--- src/rtl/standby_pkg.sv ---
package standby_pkg;

   typedef enum logic [1:0] {
      ST_RUN    = 2'd0,
      ST_SLEEP  = 2'd1,
      ST_SETTLE = 2'd2
   } stby_state_e;

   function automatic logic short_wait(input logic pll_mode, input logic osc_keep);
      return (!pll_mode) && osc_keep;
   endfunction

endpackage

--- src/rtl/stby_wake_latch.sv ---
module stby_wake_latch #(
   parameter int NUM_IRQ = 4
) (
   input  logic               clk,
   input  logic               rst_n,
   input  logic               capture,
   input  logic               clear,
   input  logic [NUM_IRQ-1:0] irq_in,
   input  logic [NUM_IRQ-1:0] irq_en,
   output logic               any_pending,
   output logic               any_latched,
   output logic [NUM_IRQ-1:0] flags
);

   logic [NUM_IRQ-1:0] pend;

   for (genvar i = 0; i < NUM_IRQ; i++) begin : g_line
      assign pend[i] = irq_in[i] & irq_en[i];
      always_ff @(posedge clk or negedge rst_n) begin
         if (!rst_n)                 flags[i] <= 1'b0;
         else if (clear)             flags[i] <= 1'b0;
         else if (capture && pend[i]) flags[i] <= 1'b1;
      end
   end

   assign any_pending = |pend;
   assign any_latched = |flags;

endmodule

--- src/rtl/stby_settle_timer.sv ---
module stby_settle_timer #(
   parameter int LONG_TICKS  = 8192,
   parameter int SHORT_TICKS = 16,
   localparam int CW = $clog2(LONG_TICKS + 1)
) (
   input  logic clk,
   input  logic rst_n,
   input  logic load,
   input  logic use_short,
   input  logic active,
   input  logic tick,
   output logic done
);

   localparam logic [CW-1:0] LONG_V  = CW'(LONG_TICKS);
   localparam logic [CW-1:0] SHORT_V = CW'(SHORT_TICKS);

   logic [CW-1:0] cnt;

   always_ff @(posedge clk or negedge rst_n) begin
      if (!rst_n)                          cnt <= '0;
      else if (load)                       cnt <= use_short ? SHORT_V : LONG_V;
      else if (active && tick && cnt != '0) cnt <= cnt - 1'b1;
   end

   assign done = active && tick && (cnt == CW'(1));

endmodule

--- src/rtl/stby_fsm.sv ---
module stby_fsm
   import standby_pkg::*;
(
   input  logic        clk,
   input  logic        rst_n,
   input  logic        sleep_req,
   input  logic        any_pending,
   input  logic        any_latched,
   input  logic        settle_done,
   output stby_state_e state
);

   always_ff @(posedge clk or negedge rst_n) begin
      if (!rst_n) state <= ST_RUN;
      else begin
         case (state)
            ST_RUN:    if (sleep_req && !any_pending && !any_latched) state <= ST_SLEEP;
            ST_SLEEP:  if (any_pending) state <= ST_SETTLE;
            ST_SETTLE: if (settle_done) state <= ST_RUN;
            default:   state <= ST_RUN;
         endcase
      end
   end

endmodule

--- src/rtl/standby_ctrl.sv ---
module standby_ctrl
   import standby_pkg::*;
#(
   parameter int NUM_IRQ     = 4,
   parameter int ADDR_W      = 16,
   parameter int DATA_W      = 32,
   parameter int LONG_TICKS  = 8192,
   parameter int SHORT_TICKS = 16
) (
   input  logic               clk,
   input  logic               rst_n,
   input  logic               slow_tick,
   input  logic               sleep_req,
   input  logic               wake_ack,
   input  logic               pll_mode,
   input  logic               osc_keep,
   input  logic [NUM_IRQ-1:0] irq_in,
   input  logic [NUM_IRQ-1:0] irq_en,
   input  logic [ADDR_W-1:0]  addr_in,
   input  logic [DATA_W-1:0]  data_in,
   output logic               run,
   output logic               periph_rst,
   output logic               pll_en,
   output logic               clken,
   output logic [ADDR_W-1:0]  addr_out,
   output logic [DATA_W-1:0]  data_out,
   output logic [NUM_IRQ-1:0] wake_src
);

   if (NUM_IRQ < 1 || ADDR_W < 1 || DATA_W < 1) begin : g_bad_width
      $error("standby_ctrl: widths must be at least 1");
   end
   if (SHORT_TICKS < 1 || SHORT_TICKS >= LONG_TICKS) begin : g_bad_ticks
      $error("standby_ctrl: need 1 <= SHORT_TICKS < LONG_TICKS");
   end

   stby_state_e state;
   logic        any_pending, any_latched, settle_done;
   logic        in_run, in_sleep;

   assign in_run   = (state == ST_RUN);
   assign in_sleep = (state == ST_SLEEP);

   stby_wake_latch #(.NUM_IRQ(NUM_IRQ)) u_latch (
      .clk         (clk),
      .rst_n       (rst_n),
      .capture     (!in_run),
      .clear       (in_run && wake_ack),
      .irq_in      (irq_in),
      .irq_en      (irq_en),
      .any_pending (any_pending),
      .any_latched (any_latched),
      .flags       (wake_src)
   );

   stby_settle_timer #(.LONG_TICKS(LONG_TICKS), .SHORT_TICKS(SHORT_TICKS)) u_timer (
      .clk       (clk),
      .rst_n     (rst_n),
      .load      (in_sleep && any_pending),
      .use_short (short_wait(pll_mode, osc_keep)),
      .active    (state == ST_SETTLE),
      .tick      (slow_tick),
      .done      (settle_done)
   );

   stby_fsm u_fsm (
      .clk         (clk),
      .rst_n       (rst_n),
      .sleep_req   (sleep_req),
      .any_pending (any_pending),
      .any_latched (any_latched),
      .settle_done (settle_done),
      .state       (state)
   );

   assign run        = in_run;
   assign periph_rst = !in_run;
   assign pll_en     = pll_mode && !in_sleep;
   assign clken      = !(in_sleep && !pll_mode && !osc_keep);

   for (genvar a = 0; a < ADDR_W; a++) begin : g_addr_gate
      assign addr_out[a] = addr_in[a] & in_run;
   end
   for (genvar d = 0; d < DATA_W; d++) begin : g_data_gate
      assign data_out[d] = data_in[d] & in_run;
   end

endmodule

--- config.mk ---
export PLATFORM = sky130hd
export DESIGN_NAME = standby_ctrl
export DESIGN_NICKNAME = d
export VERILOG_FILES = /design/src/rtl/standby_pkg.sv /design/src/rtl/stby_wake_latch.sv /design/src/rtl/stby_settle_timer.sv /design/src/rtl/stby_fsm.sv /design/src/rtl/standby_ctrl.sv
export SDC_FILE = /design/constraint.sdc
export NUM_CORES = 1
export LEC_CHECK = 0
export ABC_CLOCK_PERIOD_IN_PS = 2900
export CORE_MARGIN = 1.5
export CORE_UTILIZATION = 30
export CTS_BUF_LIST = sky130_fd_sc_hd__clkbuf_8
export DETAILED_ROUTE_END_ITERATION = 10
export PLACE_DENSITY = 0.8
export SYNTH_ARGS = -nofsm -noshare
export SYNTH_HDL_FRONTEND = slang
export SYNTH_HIERARCHICAL = 1
export SYNTH_SLANG_ARGS = --single-unit
--- constraint.sdc ---
create_clock -name clk -period 2.9 [get_ports clk]
set_input_delay 0.58 -clock clk [delete_from_list [all_inputs] [get_ports clk]]
set_output_delay 0.58 -clock clk [all_outputs]
set_load 0.02 [all_outputs]
==> results of run 1 <==
-- synth_stat cells (all sizes together) --
cell type and count:
o41ai 1, dfrtp 20, nor3 3, o41a 1, and4bb 1, o2111ai 1
nand3b 2, a21oi 9, or3 6, o31ai 3, or4b 1, buf 7
nand3 1, xnor2 1, o31a 2, and2 51, a22oi 2, xor2 1
a211oi 1, or2 2, clkbuf 1, nand2b 2, inv 5, and4 1
nand2 7, or4 5, o21a 1, a31oi 5, nor2 18, o21ai 3
nor4b 2, a31o 3, nor2b 3, nor4 2, ha 2
-- routing by layer --
layer	share of wire, %	track usage (%)	vias to the layer above
li1	-	-	851
met1	41	19.55	781
met2	51	29.63	70
met3	7.2	4.115	2
met4	0.25	3.704	0
met5	0	0	-
-- per-stage QoR --
stage	cell area [µm²]	instances
6_report	2788	362
5_1_grt	2788	362
4_1_cts	2788	362
3_5_place_dp	2733	358
3_3_place_gp	2733	358
2_1_floorplan	1506	176
-- sequential cells by signal, summed over array words and instances, names as in the netlist --
| signal | count |
|---|---|
| u_fsm/state | 2 |
| u_latch/flags | 4 |
| u_timer/cnt | 14 |
-- area by class of cell --
type	count	share of cell area, %
timing repair buffer	123	43.72
multi-input combinational	143	32.68
sequential	20	17.95
tap	67	3.007
clock buffer	4	1.975
inverter	5	0.6733
-- path summary, 6_finish.rpt --
kind | slack [ps] | depth (start not counted) | to | startpoint
max in group asynchronous | 2030 | 2 | u_timer/cnt[13] | rst_n
min in group asynchronous | 660 | 2 | u_timer/cnt[10] | rst_n
setup / recovery | 390 | 3 | clken | pll_mode
setup reg to reg | 530 | 6 | u_timer/cnt[5] | u_timer/cnt[0]
hold reg to reg | 530 | 2 | u_latch/flags[0] | u_latch/flags[0]
hold / removal | 530 | 2 | u_latch/flags[0] | u_latch/flags[0]
-- cells in the final DEF (no fill, tap or decap), types with 4 or more instances in the layout --
master,count
sky130_fd_sc_hd__buf_4,5
sky130_fd_sc_hd__or4_1,5
sky130_fd_sc_hd__clkbuf_8,4
sky130_fd_sc_hd__nand2_1,7
sky130_fd_sc_hd__dfrtp_1,20
sky130_fd_sc_hd__a31oi_1,5
sky130_fd_sc_hd__clkdlybuf4s50_1,118
sky130_fd_sc_hd__and2_1,51
sky130_fd_sc_hd__or3_1,6
sky130_fd_sc_hd__a21oi_1,8
sky130_fd_sc_hd__inv_1,5
sky130_fd_sc_hd__nor2_1,17
-- where the power goes --
group	internal (mW)	switching [mW]	total [mW]
sequential	0.389	0.129	0.519
combinational	0.798	0.783	1.58
clock	0.121	0.0895	0.210
-- worst max-delay path: stages --
cell and delay, ps:
sky130_fd_sc_hd__clkdlybuf4s50_1 440, sky130_fd_sc_hd__or3_1 370, sky130_fd_sc_hd__clkdlybuf4s50_1 540
-- cells by family after synthesis --
group / after synthesis / synth area share, %
buffers and inverters: 13 / 6.312
adders and majority gates: 2 / 1.661
AOI/OAI and AO/OA: 32 / 14.95
xor gates and xnor gates: 2 / 1.163
DFF: 20 / 33.22
and+or+nand+nor: 107 / 42.69
==> flow_metrics.env, run 1 <==
export IMPL_run_status="finished, final reports clean"
export IMPL_detailroute_via_count=1704
export IMPL_finClkSkew_ps=5.129
export IMPL_clock_sink_count=20
export IMPL_cts_resized=0
export IMPL_nFillCells=450
export IMPL_power_per_cell_area_mw_per_mm2=828.7
export IMPL_library_cell_with_the_largest_summed_area_after_synthesis="sky130_fd_sc_hd__dfrtp_1"
export IMPL_synth_warnings=6
export IMPL_die_w_um=73.86
export IMPL_cts_root_buffer_cell="sky130_fd_sc_hd__clkbuf_8"
export IMPL_multi_input_comb_area_um2=910.9
export IMPL_setup_violations_final=0
export IMPL_grt_pass1_wl_um=6934
export IMPL_num_nets_final=361
export IMPL_worstSetupStartpointType="input port"
export IMPL_post_drt_wl_per_cell_um=13.23
export IMPL_timing_max_cap_violations=0
export IMPL_sort_of_element_at_the_end_of_the_critical_path="primary output"
export IMPL_buffer_ports_inserted=118
export IMPL_worst_endpoint_required_ps=2320
export IMPL_ys_types=42
export IMPL_cts_max_path_buffers=2
export IMPL_cts_tree="built"
export IMPL_totalNegativeSetupSlack_ps=0
export IMPL_syn_avg_cell_area_um2=8.559
export IMPL_area_delta_synth_final_pct=85.05
export IMPL_clkLatencyLatePin_ps=260
export IMPL_fin_ws_ps=392.6
export IMPL_fp_dieArea_mm2=0.005455
export IMPL_worst_hold_path_type="reg2reg"
export IMPL_timing_final_crit_period_ps=2507
export IMPL_max_slew_margin_pct=56.93
export IMPL_detail_route_antenna_nets=0
export IMPL_floorplan_initialDensity_pct=31.48
export IMPL_clk_pin_slew_worst_paths_ps=70
export IMPL_grt_start_max_net_pins=29
export IMPL_postRouteWirelength_um=4788
export IMPL_max_freq_mhz=398.8
export IMPL_post_route_util_pct=58.25
export IMPL_clock_tree_htree_level_count=1
export IMPL_ys_seq_elements=20
export IMPL_rsz0062_at_grt="false"
export IMPL_placementRows=25
export IMPL_routed_via_density=4.707
export IMPL_syn_instance_count=176
export IMPL_syn_cell_area_mm2=0.001506
export IMPL_grt_overflow_total=0
export IMPL_post_cts_hold_buffer_count=0
export IMPL_total_leakage_power_nw=1.115
export IMPL_first_global_vias=1480
export IMPL_initial_antenna_violation_count=0
export IMPL_critical_path_class="in2out"
export IMPL_period_share_pct=86.46
export IMPL_syn_num_nets=241
export IMPL_worstMarginPinSlew_ps=640.2
export IMPL_die_h_um=73.86
export IMPL_cp_data_arrival_time_ps=1930
export IMPL_insertedDiodeCount=0
export IMPL_whs_ps=532.8
export IMPL_pre_cts_slack_ps=390.6
export IMPL_grt_util_all_layers_pct=16.46
export IMPL_gpl_final_weighted_congestion=0.8170
export IMPL_irDropWorstVdd_v=0.0005126
export IMPL_synthTopCellsByArea="sky130_fd_sc_hd__dfrtp_1, sky130_fd_sc_hd__and2_1, sky130_fd_sc_hd__buf_6"
export IMPL_worstPathMaxFanout=3
export IMPL_hold_viol=0
export IMPL_tritoncts_num_buffers=3
export IMPL_post_layout_total_power_mw=2.310
export IMPL_synth_largest_type_area_fraction_pct=33.22
export IMPL_place_detailed_hpwl_um=4006
export IMPL_fp_coreArea_mm2=0.004786
export IMPL_maxSlewViolCount=0
export IMPL_drt_pass1_iter_count=4
export IMPL_drt_initial_drc_count=52
export IMPL_top_level_ports=119
export IMPL_post_cts_setup_buffer_count=0
export IMPL_seq_area_frac_synth_pct=33.22
export IMPL_drc=0
export IMPL_sequential_cell_area_um2=500.5
export IMPL_drive_above_1_share_pct=6.102
(Power assumes the default switching activity.)
==> run 2, diff against run 1 <==
Settings changed: CORE_UTILIZATION 30 to 34, PLACE_DENSITY 0.8 to 0.88, SKIP_CTS_REPAIR_TIMING from default to 1.
==> flow_metrics.env, run 2 (same netlist as run 1, synthesis figures left out) <==
export IMPL_run_status="finished, final reports clean"
export IMPL_worst_endpoint_required_ps=2320
export IMPL_cts_tree="built"
export IMPL_post_route_util_pct=63.64
export IMPL_die_w_um=69.57
export IMPL_initial_antenna_violation_count=0
export IMPL_drt_pass1_iter_count=5
export IMPL_post_drt_wl_per_cell_um=13.42
export IMPL_irDropWorstVdd_v=0.0004459
export IMPL_sequential_cell_area_um2=500.5
export IMPL_timing_final_crit_period_ps=2554
export IMPL_total_leakage_power_nw=1.093
export IMPL_worstSetupStartpointType="flop"
export IMPL_clkLatencyLatePin_ps=260
export IMPL_first_global_vias=1543
export IMPL_totalNegativeSetupSlack_ps=0
export IMPL_area_delta_synth_final_pct=81.40
export IMPL_fp_dieArea_mm2=0.004839
export IMPL_cts_root_buffer_cell="sky130_fd_sc_hd__clkbuf_8"
export IMPL_buffer_ports_inserted=118
export IMPL_fp_coreArea_mm2=0.004294
export IMPL_drive_above_1_share_pct=4.811
export IMPL_clock_tree_htree_level_count=1
export IMPL_finClkSkew_ps=1.127
export IMPL_numPlacedInstances=340
export IMPL_sort_of_element_at_the_end_of_the_critical_path="primary output"
export IMPL_place_detailed_hpwl_um=3733
export IMPL_largest_register_ffs=14
export IMPL_maxSlewViolCount=0
export IMPL_drc=0
export IMPL_timing_max_cap_violations=0
export IMPL_tritoncts_num_buffers=3
export IMPL_nFillCells=373
export IMPL_rsz0062_at_grt="false"
export IMPL_post_dp_cell_area_mm2=0.002691
export IMPL_grt_pass1_wl_um=7458
export IMPL_die_h_um=69.57
export IMPL_placementRows=24
export IMPL_layout_top_registers="u_timer/cnt: 14 flops, u_latch/flags: 4 flops, u_fsm/state: 2 flops"
export IMPL_insertedDiodeCount=0
export IMPL_worstPathMaxFanout=51
export IMPL_cp_data_arrival_time_ps=1970
export IMPL_max_freq_mhz=391.6
export IMPL_mostFrequentLayoutCell="sky130_fd_sc_hd__clkdlybuf4s50_1"
export IMPL_max_slew_margin_pct=39.40
export IMPL_hold_viol=0
export IMPL_detail_route_antenna_nets=0
export IMPL_clk_pin_slew_worst_paths_ps=70
export IMPL_registers_top_by_ff_count="u_timer/cnt"
export IMPL_top_level_ports=119
export IMPL_grt_util_all_layers_pct=18.98
export IMPL_routed_via_density=5.012
export IMPL_critical_path_class="reg2out"
export IMPL_detailroute_via_count=1719
export IMPL_grt_overflow_total=0
export IMPL_multi_input_comb_area_um2=910.9
export IMPL_gpl_final_weighted_congestion=0.8442
export IMPL_worst_hold_path_type="reg2reg"
export IMPL_cts_max_path_buffers=2
export IMPL_final_instance_count_excl_fill=343
export IMPL_drt_initial_drc_count=65
export IMPL_period_share_pct=88.05
export IMPL_leading_cell_types_in_the_layout_fill_and_taps_excluded="sky130_fd_sc_hd__clkdlybuf4s50_1, sky130_fd_sc_hd__and2_1, sky130_fd_sc_hd__dfrtp_1"
export IMPL_postRouteWirelength_um=4604
export IMPL_num_nets_final=358
export IMPL_clock_sink_count=20
export IMPL_setup_violations_final=0
export IMPL_floorplan_initialDensity_pct=35.08
export IMPL_finalInstanceArea_mm2=0.002733
export IMPL_grt_start_max_net_pins=52
export IMPL_worstMarginPinSlew_ps=906.2
export IMPL_power_per_cell_area_mw_per_mm2=825.3
==> run 2: cell types whose count changed in the layout (fill, tap and decap cells not counted), sizes merged <==
cell	previous run	this run
buf	5	2
clkbuf	4	3
==> run 2: where the power goes <==
group | total [mW] | internal (mW) | switching, mW
logic | 1.56 | 0.784 | 0.778
registers | 0.516 | 0.389 | 0.127
clock network | 0.178 | 0.0925 | 0.0852
total | 2.26 | 1.27 | 0.989
==> run 2: per-layer routing <==
layer | track usage [%] | vias to the layer above | wire, µm
met5 | 0 | - | 0
met4 | 5.664 | 0 | 53
met3 | 3.779 | 6 | 293
met2 | 32.16 | 77 | 2300
met1 | 24.45 | 797 | 1957
li1 | - | 839 | -
==> run 2: worst paths after layout <==
check | slack, ps | startpoint | to | cells past startpoint
max reg2reg | 550 | u_timer/cnt[0] | u_timer/cnt[5] | 6
min reg2reg | 520 | u_latch/flags[3] | u_latch/flags[3] | 2
min | 520 | u_latch/flags[3] | u_latch/flags[3] | 2
max in group asynchronous | 1520 | rst_n | u_timer/cnt[4] | 1
max | 350 | u_fsm/state[1] | data_out[18] | 4
min in group asynchronous | 830 | rst_n | u_timer/cnt[2] | 1
==> run 2: layout make-up <==
class,instances,area share [%]
Clock buffer,3,1.511
Inverter,5,0.6868
Multi-Input combinational cell,143,33.33
Sequential cell,20,18.32
Tap cell,52,2.381
Timing Repair Buffer,120,43.77
==> run 2: per-stage QoR <==
stage               hold slack (ps)  worst slack [ps]  total power, mW
detailed placement            507.7             370.7            2.092
CTS                           523.7             320.4            2.276
floorplan                     284.4             807.4            1.489
global placement              511.3             410.2            2.060
finish                        518.4             346.4            2.255
global route                  561.7             204.5            2.406
==> run 2: worst max-delay path, stage by stage (launching register included) <==
cell,delay [ps]
sky130_fd_sc_hd__dfrtp_1,450
sky130_fd_sc_hd__nor2_4,120
sky130_fd_sc_hd__buf_4,330
sky130_fd_sc_hd__and2_1,190
sky130_fd_sc_hd__clkdlybuf4s50_1,620
==> run 3, diff against run 2 <==
Settings changed: ABC_AREA from default to 1, CORE_UTILIZATION 34 to 37, PLACE_DENSITY 0.88 to 0.89.
==> flow_metrics.env, run 3 <==
export IMPL_setup_violations_final=0
export IMPL_gpl_final_weighted_congestion=0.8744
export IMPL_hold_viol=0
export IMPL_top_level_ports=119
export IMPL_synthFlopType="sky130_fd_sc_hd__dfrtp_1"
export IMPL_finClkSkew_ps=12.21
export IMPL_cp_slowest_stage_delay_ps=640
export IMPL_cts_max_path_buffers=2
export IMPL_numPlacedInstances=462
export IMPL_period_share_pct=90.98
export IMPL_mostFrequentLayoutCell="sky130_fd_sc_hd__clkdlybuf4s50_1"
export IMPL_post_drt_wl_per_cell_um=11.57
export IMPL_total_leakage_power_nw=1.573
export IMPL_r2r_start="u_timer/cnt[0]"
export IMPL_syn_avg_cell_area_um2=5.878
export IMPL_area_delta_synth_final_pct=71.29
export IMPL_cp_data_arrival_time_ps=2060
export IMPL_postRouteWirelength_um=5393
export IMPL_syn_num_nets=363
export IMPL_min_from="u_latch/flags[2]"
export IMPL_floorplan_initialDensity_pct=39.41
export IMPL_registers_top_by_ff_count="u_timer/cnt"
export IMPL_syn_cell_area_mm2=0.001752
export IMPL_library_cell_with_the_largest_summed_area_after_synthesis="sky130_fd_sc_hd__dfrtp_1"
export IMPL_clock_tree_htree_level_count=1
export IMPL_cts_root_buffer_cell="sky130_fd_sc_hd__clkbuf_8"
export IMPL_die_h_um=71.81
export IMPL_drt_pass1_iter_count=7
export IMPL_ff2ff_setup_slack_ps=1230
export IMPL_largest_register_ffs=14
export IMPL_cp_cell_sequence="inv_2 > nand2_4 > nor2_1 > clkdlybuf4s50_1"
export IMPL_drive_above_1_share_pct=6.763
export IMPL_final_instance_count_excl_fill=466
export IMPL_edff_count_synth=0
export IMPL_num_nets_final=480
export IMPL_detail_route_antenna_nets=0
export IMPL_violated_checks="design-rule violations"
export IMPL_drt_initial_drc_count=98
export IMPL_timing_max_cap_violations=0
export IMPL_ys_seq_elements=20
export IMPL_worstMarginPinSlew_ps=916.5
export IMPL_worstPathBufferInverterCount=2
export IMPL_grt_overflow_total=0
export IMPL_cp_startpoint="u_fsm/state[0]"
export IMPL_sort_of_element_at_the_end_of_the_critical_path="primary output"
export IMPL_whs_ps=551.3
export IMPL_max_freq_mhz=379.0
export IMPL_grt_util_all_layers_pct=20.71
export IMPL_cts_tree="built"
export IMPL_first_global_vias=1863
export IMPL_worst_endpoint_required_ps=2320
export IMPL_irDropWorstVdd_v=0.0007512
export IMPL_worst_r2r_path_depth=7
export IMPL_die_w_um=71.81
export IMPL_timing_hold_worst_path_depth=2
export IMPL_r2r_end="u_timer/cnt[2]"
export IMPL_drc=9
export IMPL_buffer_ports_inserted=118
export IMPL_finalInstanceArea_mm2=0.003000
export IMPL_leading_cell_types_in_the_layout_fill_and_taps_excluded="sky130_fd_sc_hd__clkdlybuf4s50_1, sky130_fd_sc_hd__inv_1, sky130_fd_sc_hd__nor2_1"
export IMPL_seq_area_frac_synth_pct=28.57
export IMPL_timing_final_crit_period_ps=2638
export IMPL_initial_antenna_violation_count=0
export IMPL_worst_hold_path_type="reg2reg"
export IMPL_grt_pass1_wl_um=8487
export IMPL_clock_sink_count=20
export IMPL_fp_dieArea_mm2=0.005156
export IMPL_worstPathMaxFanout=55
export IMPL_post_dp_cell_area_mm2=0.002929
export IMPL_ys_types=27
export IMPL_whs_endpoint="u_latch/flags[2]"
export IMPL_placementRows=24
export IMPL_synth_largest_type_area_fraction_pct=28.57
export IMPL_totalNegativeSetupSlack_ps=0
export IMPL_routed_via_density=4.453
export IMPL_worstSetupStartpointType="flop"
export IMPL_clkLatencyLatePin_ps=270
export IMPL_post_route_util_pct=67.51
export IMPL_place_detailed_hpwl_um=4350
export IMPL_synthTopCellsByArea="sky130_fd_sc_hd__dfrtp_1, sky130_fd_sc_hd__inv_1, sky130_fd_sc_hd__nor2_1"
export IMPL_power_per_cell_area_mw_per_mm2=851.0
export IMPL_syn_instance_count=298
export IMPL_fp_coreArea_mm2=0.004444
export IMPL_max_slew_margin_pct=38.71
export IMPL_slowest_stage="sky130_fd_sc_hd__clkdlybuf4s50_1"
export IMPL_detailroute_via_count=2075
export IMPL_insertedDiodeCount=0
export IMPL_synth_top_cells_by_count="sky130_fd_sc_hd__inv_1, sky130_fd_sc_hd__nor2_1, sky130_fd_sc_hd__nand2_1"
export IMPL_critical_path_class="reg2out"
export IMPL_path_delay_family="buffers and inverters"
export IMPL_grt_start_max_net_pins=56
export IMPL_tritoncts_num_buffers=3
export IMPL_synth_warnings=6
export IMPL_clk_pin_slew_worst_paths_ps=70
export IMPL_layout_top_registers="u_timer/cnt: 14 flops, u_latch/flags: 4 flops, u_fsm/state: 2 flops"
export IMPL_maxSlewViolCount=0
export IMPL_async_reset_ff_share_pct=100.0
export IMPL_rsz0062_at_grt="false"
export IMPL_run_status="finished with violations"
## run 3: cell types whose count changed after synthesis, moves of 6 or more
cell / before / now
sky130_fd_sc_hd__inv_1: 5 / 74
sky130_fd_sc_hd__and2_1: 51 / 0
sky130_fd_sc_hd__inv_2: 0 / 6
sky130_fd_sc_hd__nand3_1: 1 / 15
sky130_fd_sc_hd__or3_1: 6 / 0
sky130_fd_sc_hd__nand2_1: 7 / 59
sky130_fd_sc_hd__nand4_1: 0 / 9
sky130_fd_sc_hd__nor2_2: 0 / 8
sky130_fd_sc_hd__nor2_1: 17 / 74
## run 3: kinds of logic after synthesis
kind of cell / share of synthesized area (%)
simple gates: 43.21
fa+ha+maj: 1.428
xor+xnor: 1.500
flops: 28.57
compound gates: 3.714
buf+inv: 21.57
## run 3: cell type report
cell class	count	area (µm²)
flip-flops and latches	20	500.5
repair buffers	118	1181
multi-input cells	191	873.3
clock inverters	1	30.03
fillers	380	1444
inverters	81	309.0
clock buffers	3	41.29
well taps	52	65.06
## run 3: power breakdown
| part | switching (mW) | leakage [nW] | total (mW) | internal (mW) |
|---|---|---|---|---|
| clock network | 0.102 | 0.0357 | 0.287 | 0.184 |
| registers | 0.120 | 0.252 | 0.526 | 0.406 |
| logic | 1.01 | 1.28 | 1.74 | 0.731 |
## run 3: worst max-delay path by stage
stage               depth (start not counted)      endpoint
global route                                4   data_out[8]
global placement                            4        pll_en
detailed placement                          4        pll_en
finish                                      4   data_out[8]
floorplan                                   4  addr_out[10]
CTS                                         4   data_out[8]
## run 3: metrics by stage
step | power (mW) | worst slack, ps
2_1_floorplan | 1.648 | 1290
3_3_place_gp | 2.223 | 484.1
3_5_place_dp | 2.260 | 458.1
4_1_cts | 2.555 | 250.5
5_1_grt | 2.747 | 127.8
6_report | 2.553 | 261.6
## run 3: worst register-to-register path: stages (launching register included)
cell	delay, ps
sky130_fd_sc_hd__dfrtp_1	380
sky130_fd_sc_hd__inv_2	60
sky130_fd_sc_hd__ha_1	270
sky130_fd_sc_hd__nand2_2	150
sky130_fd_sc_hd__nor2_4	70
sky130_fd_sc_hd__a21oi_1	440
sky130_fd_sc_hd__nand3_1	140
sky130_fd_sc_hd__nand2_1	110
## run 3: per-layer routing
layer | track usage (%) | up-vias | share of wire (%) | wire [µm]
li1 | - | 1091 | - | -
met1 | 24.36 | 900 | 42 | 2269
met2 | 38.17 | 76 | 50 | 2697
met3 | 3.094 | 8 | 6.1 | 330
met4 | 6.918 | 0 | 1.7 | 94
met5 | 0 | - | 0 | 0
